`config.mk`:
```
export PLATFORM = sky130hd
export DESIGN_NAME = satarith_unit
export DESIGN_NICKNAME = d
export VERILOG_FILES = /design/src/rtl/satarith_pkg.sv /design/src/rtl/satarith_core.sv /design/src/rtl/satarith_clamp.sv /design/src/rtl/satarith_state.sv /design/src/rtl/satarith_unit.sv
export SDC_FILE = /design/constraint.sdc
export NUM_CORES = 1
export LEC_CHECK = 0
export ABC_CLOCK_PERIOD_IN_PS = 4800
export BUFFER_PORTS_ARGS = -buffer_cell sky130_fd_sc_hd__buf_2
export CAP_MARGIN = 10
export CORE_MARGIN = 4
export CORE_UTILIZATION = 50
export DETAILED_ROUTE_END_ITERATION = 7
export PLACE_DENSITY = 0.73
export SLEW_MARGIN = 20
export SYNTH_ARGS = -nofsm -noshare
export SYNTH_HDL_FRONTEND = slang
export SYNTH_SLANG_ARGS = --single-unit
```
`constraint.sdc`:
```
create_clock -name clk -period 4.8 [get_ports clk]
set_input_delay 0.48 -clock clk [delete_from_list [all_inputs] [get_ports clk]]
set_output_delay 0.48 -clock clk [all_outputs]
set_load 0.01 [all_outputs]
```
`src/rtl/satarith_pkg.sv`:
```
package satarith_pkg;

    localparam int unsigned DATA_W = 32;

    typedef enum logic {
        OP_ADD = 1'b0,
        OP_SUB = 1'b1
    } op_e;

    typedef struct packed {
        logic z;
        logic s;
        logic cy;
        logic ov;
    } ccode_t;

    localparam ccode_t CCODE_CLEAR = '{z: 1'b0, s: 1'b0, cy: 1'b0, ov: 1'b0};

endpackage

```
`src/rtl/satarith_core.sv`:
```
module satarith_core
    import satarith_pkg::*;
#(
    parameter int unsigned WIDTH = DATA_W
) (
    input  op_e              op,
    input  logic [WIDTH-1:0] opa,
    input  logic [WIDTH-1:0] opb,
    output logic [WIDTH-1:0] wrapped,
    output logic             carry
);
    localparam int unsigned EXT_W = WIDTH + 1;

    logic [WIDTH-1:0] lhs;
    logic [WIDTH-1:0] rhs;
    logic             cin;
    logic [EXT_W-1:0] total;

    // Subtract is done as opb + ~opa + 1; the adder carry is then the inverse of borrow.
    always_comb begin
        lhs = opb;
        rhs = (op == OP_SUB) ? ~opa : opa;
        cin = (op == OP_SUB);
        total = {1'b0, lhs} + {1'b0, rhs} + {{WIDTH{1'b0}}, cin};
        wrapped = total[WIDTH-1:0];
        carry   = total[WIDTH] ^ cin;
    end

endmodule

```
`src/rtl/satarith_clamp.sv`:
```
module satarith_clamp
    import satarith_pkg::*;
#(
    parameter int unsigned WIDTH = DATA_W
) (
    input  op_e              op,
    input  logic [WIDTH-1:0] opa,
    input  logic [WIDTH-1:0] opb,
    input  logic [WIDTH-1:0] wrapped,
    input  logic             carry,
    output logic [WIDTH-1:0] result,
    output ccode_t           cc
);
    localparam int unsigned MSB = WIDTH - 1;
    localparam logic [WIDTH-1:0] POS_LIMIT = {1'b0, {(WIDTH-1){1'b1}}};
    localparam logic [WIDTH-1:0] NEG_LIMIT = {1'b1, {(WIDTH-1){1'b0}}};

    logic sa;
    logic sb;
    logic sr;
    logic ovf;

    always_comb begin
        sa = opa[MSB];
        sb = opb[MSB];
        sr = wrapped[MSB];
        unique case (op)
            OP_ADD:  ovf = (sa == sb) && (sr != sa);
            OP_SUB:  ovf = (sa != sb) && (sr != sb);
            default: ovf = 1'b0;
        endcase

        cc.z  = (wrapped == '0);
        cc.cy = carry;
        cc.ov = ovf;
        if (ovf) begin
            result = sr ? POS_LIMIT : NEG_LIMIT;
            cc.s   = ~sr;
        end else begin
            result = wrapped;
            cc.s   = sr;
        end
    end

endmodule

```
`src/rtl/satarith_state.sv`:
```
module satarith_state
    import satarith_pkg::*;
#(
    parameter int unsigned WIDTH = DATA_W
) (
    input  logic             clk,
    input  logic             rst,
    input  logic             load,
    input  logic             sat_clr,
    input  logic [WIDTH-1:0] result_d,
    input  ccode_t           cc_d,
    output logic [WIDTH-1:0] result_q,
    output ccode_t           cc_q,
    output logic             sat_q
);
    logic sat_set;

    always_comb sat_set = load && cc_d.ov;

    always_ff @(posedge clk) begin
        if (rst) begin
            result_q <= '0;
            cc_q     <= CCODE_CLEAR;
        end else if (load) begin
            result_q <= result_d;
            cc_q     <= cc_d;
        end
    end

    // A new saturation has priority over a clear in the same cycle.
    always_ff @(posedge clk) begin
        if (rst) begin
            sat_q <= 1'b0;
        end else if (sat_set) begin
            sat_q <= 1'b1;
        end else if (sat_clr) begin
            sat_q <= 1'b0;
        end
    end

endmodule

```
`src/rtl/satarith_unit.sv`:
```
module satarith_unit
    import satarith_pkg::*;
#(
    parameter int unsigned WIDTH = DATA_W
) (
    input  logic             clk,
    input  logic             rst,
    input  logic             in_valid,
    input  logic             op_sel,
    input  logic             sat_clr,
    input  logic [WIDTH-1:0] opa,
    input  logic [WIDTH-1:0] opb,
    output logic [WIDTH-1:0] res,
    output logic             flag_z,
    output logic             flag_s,
    output logic             flag_cy,
    output logic             flag_ov,
    output logic             flag_sat
);
    op_e              op;
    logic [WIDTH-1:0] wrapped;
    logic             carry;
    logic [WIDTH-1:0] result_d;
    ccode_t           cc_d;
    ccode_t           cc_q;

    assign op = op_e'(op_sel);

    satarith_core #(.WIDTH(WIDTH)) u_core (
        .op      (op),
        .opa     (opa),
        .opb     (opb),
        .wrapped (wrapped),
        .carry   (carry)
    );

    satarith_clamp #(.WIDTH(WIDTH)) u_clamp (
        .op      (op),
        .opa     (opa),
        .opb     (opb),
        .wrapped (wrapped),
        .carry   (carry),
        .result  (result_d),
        .cc      (cc_d)
    );

    satarith_state #(.WIDTH(WIDTH)) u_state (
        .clk      (clk),
        .rst      (rst),
        .load     (in_valid),
        .sat_clr  (sat_clr),
        .result_d (result_d),
        .cc_d     (cc_d),
        .result_q (res),
        .cc_q     (cc_q),
        .sat_q    (flag_sat)
    );

    assign flag_z  = cc_q.z;
    assign flag_s  = cc_q.s;
    assign flag_cy = cc_q.cy;
    assign flag_ov = cc_q.ov;

endmodule

```
# Word level (Yosys, flattened, before mapping)
# Index checks and enable logic that the tools add are counted.
[op_classes]
bitwise_logic = 4
n_addsub = 2
reduce_logical = 5
eq_ne = 4
mux = 7
[op_table]
columns = ["op", "n"]
rows = [
  ["$mux W32", 3],
  ["$add A32 B32 Y33", 1],
  ["$add A33 B1 Y33", 1],
  ["$logic_not A32 Y1", 1],
  ["$not A32 Y32", 1],
  ["$logic_and A1 B1 Y1", 3],
  ["$mux W1", 3],
  ["$ne A1 B1 Y1", 3],
  ["$not A1 Y1", 2],
  ["$pmux W1 S2", 1],
  ["$reduce_bool A2 Y1", 1],
  ["$eq A1 B1 Y1", 1],
  ["$xor A1 B1 Y1", 1],
]
[word_totals]
inputBits = 69
out_inout_bits = 37
ff_bits = 37
elab_cells = 28

# Longest topological paths before layout
[logic_depth]
depth_word = 9
ltp_mapped = 17
ltp_nobuf = 13

# By module
# Synthesis repeated with hierarchy kept, for this count alone.
[unflattened]
cells_unflattened = 461
hier_area_um2 = 3875.0
[by_module_without_submodules]
columns = ["mod", "instances", "seq_area_each_um2", "area_per_inst_um2", "cells_each"]
rows = [
  ["satarith_core", 1, 0.0, 2073.2, 284],
  ["satarith_state", 1, 740.7, 1340.0, 120],
  ["satarith_clamp", 1, 0.0, 461.7, 57],
]

# Worst setup path after synthesis
# OpenSTA, ideal clock, no wires.
[synth_path]
path_type = "input -> register"
start = "input op_sel"
end = "register u_state.result_q[20]"
setup_time_ns = 0.138
n_path_buf = 5
required_ns = 4.662
cell_stages = 17
slack_ns = 0.909
t_arrival_ns = 3.753
cell_sequence = "buf_2 -> buf_1 -> xor2_1 -> ha_1 -> buf_2 -> a21oi_1 -> o21ai_0 -> a31oi_1 -> a211oi_2 -> nor4_1 -> a311oi_4 -> or2b_2 -> and2_1 -> buf_6 -> buf_6 -> a21oi_1 -> nor3_2"
[synth_via]
elab_chain_cells = 7
elab_cells_between_ends = 11
cone_classes = "2 x add/sub; 2 x eq/ne; 4 x mux; 1 x bitwise; 2 x reduce/logical"
[synth_rtl]
columns = ["element", "line_no", "text"]
rows = [
  ["start: declaration", "satarith_unit.sv:9", "input logic op_sel,"],
  ["$mux W32", "satarith_core.sv:22", "rhs = (op == OP_SUB) ? ~opa : opa;"],
  ["$add A32 B32 Y33", "satarith_core.sv:24", "total = {1'b0, lhs} + {1'b0, rhs} + {{WIDTH{1'b0}}, cin};"],
  ["$add A33 B1 Y33", "satarith_core.sv:24", ""],
  ["$ne A1 B1 Y1, on equally long branches", "satarith_clamp.sv:29, satarith_clamp.sv:28", ""],
  ["$logic_and A1 B1 Y1, on equally long branches", "satarith_clamp.sv:29, satarith_clamp.sv:28", ""],
  ["$pmux W1 S2", "satarith_clamp.sv:27", "unique case (op)"],
  ["$mux W32 (*)", "satarith_clamp.sv:36", "if (ovf) begin"],
  ["end signal: assignment", "satarith_state.sv:25", "result_q <= result_d;"],
  ["end: declaration", "satarith_state.sv:12", "output logic [WIDTH-1:0] result_q,"],
]
# Every way passes the cells marked *; elsewhere a longest branch is shown, timed or not.
# A chain may end at the register's enable or synchronous reset.

# Final worst setup path
[layout_path]
start = "input op_sel"
end = "register u_state.result_q[6]"
# Same word-level chain as after synthesis.

==> summary.txt <==
Floorplan
  – Die ar.: just under 9000 sq um
  – # IOs: ~110
  – Initial Utilization: 51.63%
  – Core ar.: 7253 sq um
  – Die width: about 95 microns
  – Die height: approximately 95 microns
  – Row cnt: 31

Final layout
  – Post-route cell area: ~4400 sq um
  – Synthesis-to-finish area growth: 17.51%
  – Non-Filler Instances: a little under 700
  – Fillers: just under 700
  – Area of the multi-input gates: between 2000 and 3000 sq um
  – Most frequent cells in the layout: 105 x buf_2, 63 x nor2_1, 57 x a21oi_1
  – FF+latch area: ~720 sq um
  – Ratio of cells with drive above 1 in the final layout: 24.27%
  – Final nets: between 600 and 700
  – Commonest non-fill, non-tap cell in the layout: buf_2
  – Fin util: roughly three fifths
  – Antenna diodes: 0

Clocking
  – Root Driver: clkbuf_8
  – Hold Buf Count CTS: 0
  – CTS tree: yes
  – Clk_lat worst skew: just under 0.3 ns
  – Cts repair resizes: 0
  – Clock sinks: 36
  – Worst-case clock buffer depth: 2
  – Num CTS Buffers: 5
  – Htree depth: 2
  – Worst-path clk slew: approximately 0.07 ns
  – Post-CTS setup buffer count: 0

Setup path
  – Kind of critical path: in -> reg
  – CP endpoint kind: register
  – Critical path arrival: ~4.3 ns
  – CP Cell Sequence: buf_2 -> buf_4 -> xor2_1 -> ha_1 -> nand2_1 -> nor4_1 -> nand2b_1 -> a211oi_2 -> nor4_1 -> a311oi_4 -> nand2_1 -> nand2_1 -> o21ba_2 -> nor3_1
  – Critical Path Fanout Max: 30
  – Type of origin of the critical path: primary input
  – CP required: approximately 5.0 ns
  – Max incr delay on CP: just over 0.6 ns
  – WP buf/inv: 2
  – Slowest CP cell: nand2_1
  – Worst path top cell family by delay: simple AND/OR/NAND/NOR gates
  – Crit-path most repeated cell: nand2_1

Timing
  – Clock Skew: 0 ns
  – RSZ-0062 raised after global routing: false
  – Final worst slack: 0.7102 ns
  – Fin Hold WS: between 0.4 and 0.5 ns
  – Final Setup Violations: 0
  – Final min period: 4.090 ns
  – Final worst path period share: 85.20%
  – Max Slew Vio Count: 0
  – Fmax: around 0.24 GHz
  – Setup TNS: 0 ns
  – Worst slew margin: between 40% and 50%
  – Worst-Margin Slew: about 0.78 ns
  – Hold violation total from the final report: 0

Yosys
  – Ys Warns: 0
  – EDFF count, synth: 0
  – Ys flop type: dfxtp_1
  – Yosys top cell area share: 19.24%
  – Mapped Nets: approximately 600
  – Netlist cell types: slightly below 60
  – Post-Synthesis Cells: 495
  – Post-synthesis sequential area ratio: around a fifth
  – Async SR Flop Fraction: 0%
  – Post-synth top area cell: dfxtp_1
  – Synthesized flop and latch total: 36
  – Syn Area/Cell: ~7.6 sq um
  – Ranking of synthesized cells by area: dfxtp_1 19%, ha_1 11%, xor2_1 8.9%, a21oi_1 7.6%, nor2_1 6.3%
  – Mapped cell area: about 3700 sq um

Placed design
  – Cell area after placement: 4289 sq um
  – HPWL Detailed: 8066 microns
  – Cells after DPL: approximately 680
  – GP Congestion: between 0.9 and 1
  – Dpl ws: 0.4329 ns
  – PortBufs: 105

Global routing
  – Vias in the first global route: 3581
  – Initial antenna violation count: 0
  – Largest net degree at the start of global routing: 42
  – Grt ovf: 0
  – First-pass GRT wire length: roughly 16000 microns
  – GRT Total Usage: between 20% and 30%

Drt
  – Drt wl/cell: around 15 microns
  – Drt pass-1 iters: 5
  – Iter 0 DRT Violations: 213
  – Via/cell ratio: between 5 and 6
  – Total number of vias: a little under 4000
  – Routed wire length: slightly above 10000 microns
  – Drt drc: 0
  – ANT nets after route: 0

Power
  – Power, Total: approximately 1.3 mW
  – P_leak: 2.032 nW
  – Power Density: 301.9 nW/um^2
  – Max VDD drop: 0.1632 mV

Run status
  – Status: completed

Min path
  – Hold/Removal Path Class: reg -> reg

Run
  – Max cap viols: 0
-- worst reg2reg max path, delay by kind of cell (launching register included) --
family | cells | cell delay (ns)
flip-flops | 1 | 0.36
AND/OR/NAND/NOR | 1 | 0.05
AO/OA/AOI/OAI | 1 | 0.24
-- sequential cells by signal, indices dropped and copies added, names as in the netlist --
signal	flops
u_state.cc_q	3
u_state.result_q	32
u_state.sat_q	1
-- cell usage after synthesis, types with 3 or more instances --
library cell,number
nor4_1,6
and3_1,3
a2111oi_0,3
nor2_1,63
ha_1,33
o211ai_1,3
nor2b_1,4
clkbuf_1,13
nor3_1,22
o21ai_0,27
o22ai_1,4
nand4_1,7
a21o_1,7
a21boi_0,3
nor3_2,13
inv_1,11
nand2b_1,6
a21oi_1,57
xnor2_1,22
a31oi_1,5
buf_2,6
o21bai_1,4
o21ba_1,9
buf_1,3
dfxtp_1,36
o2111ai_1,4
xor2_1,38
nand2_1,38
and2_1,3
nand3b_1,3
-- report_power, final --
part           leakage [nW]  internal, mW  switching [mW]
Combinational          1.68         0.282           0.427
Clock                0.0541         0.154           0.110
Sequential            0.299         0.336          0.0194
-- cell families (layout without fill, tap and decap cells) --
family / after synthesis / after routing / share of synthesized area [%]
AOI/OAI and AO/OA: 146 / 146 / 25.59
xor gates and xnor gates: 60 / 60 / 14.03
adders and majority gates: 34 / 34 / 11.56
buffers and inverters: 37 / 127 / 4.510
DFF: 36 / 36 / 19.24
muxes: 3 / 3 / 0.8353
and+or+nand+nor: 179 / 179 / 24.22
-- final timing paths --
kind	end	depth (start not counted)	from	slack, ns
setup / recovery	u_state.result_q[6]	14	op_sel	0.71
hold / removal	u_state.result_q[14]	2	u_state.result_q[14]	0.47
setup reg to reg	u_state.result_q[31]	2	u_state.result_q[31]	4.07
hold reg to reg	u_state.result_q[14]	2	u_state.result_q[14]	0.47
-- cell type report --
cell class | instances | share of cell area, %
multi-input combinational | 422 | 64.88
sequential | 36 | 16.38
timing repair buffer | 108 | 12.45
tap | 99 | 2.815
clock buffer | 5 | 1.564
clock inverter | 3 | 0.9667
inverter | 11 | 0.9383
-- metal layers --
metal,part of all wire (%),up-vias,global-route usage [%]
met5,0,-,0
met4,1.1,0,4.808
met3,7.5,12,1.673
met2,45,174,35.64
met1,46,1769,31.58
li1,-,1950,-
Power figures use the tool's default switching activity.
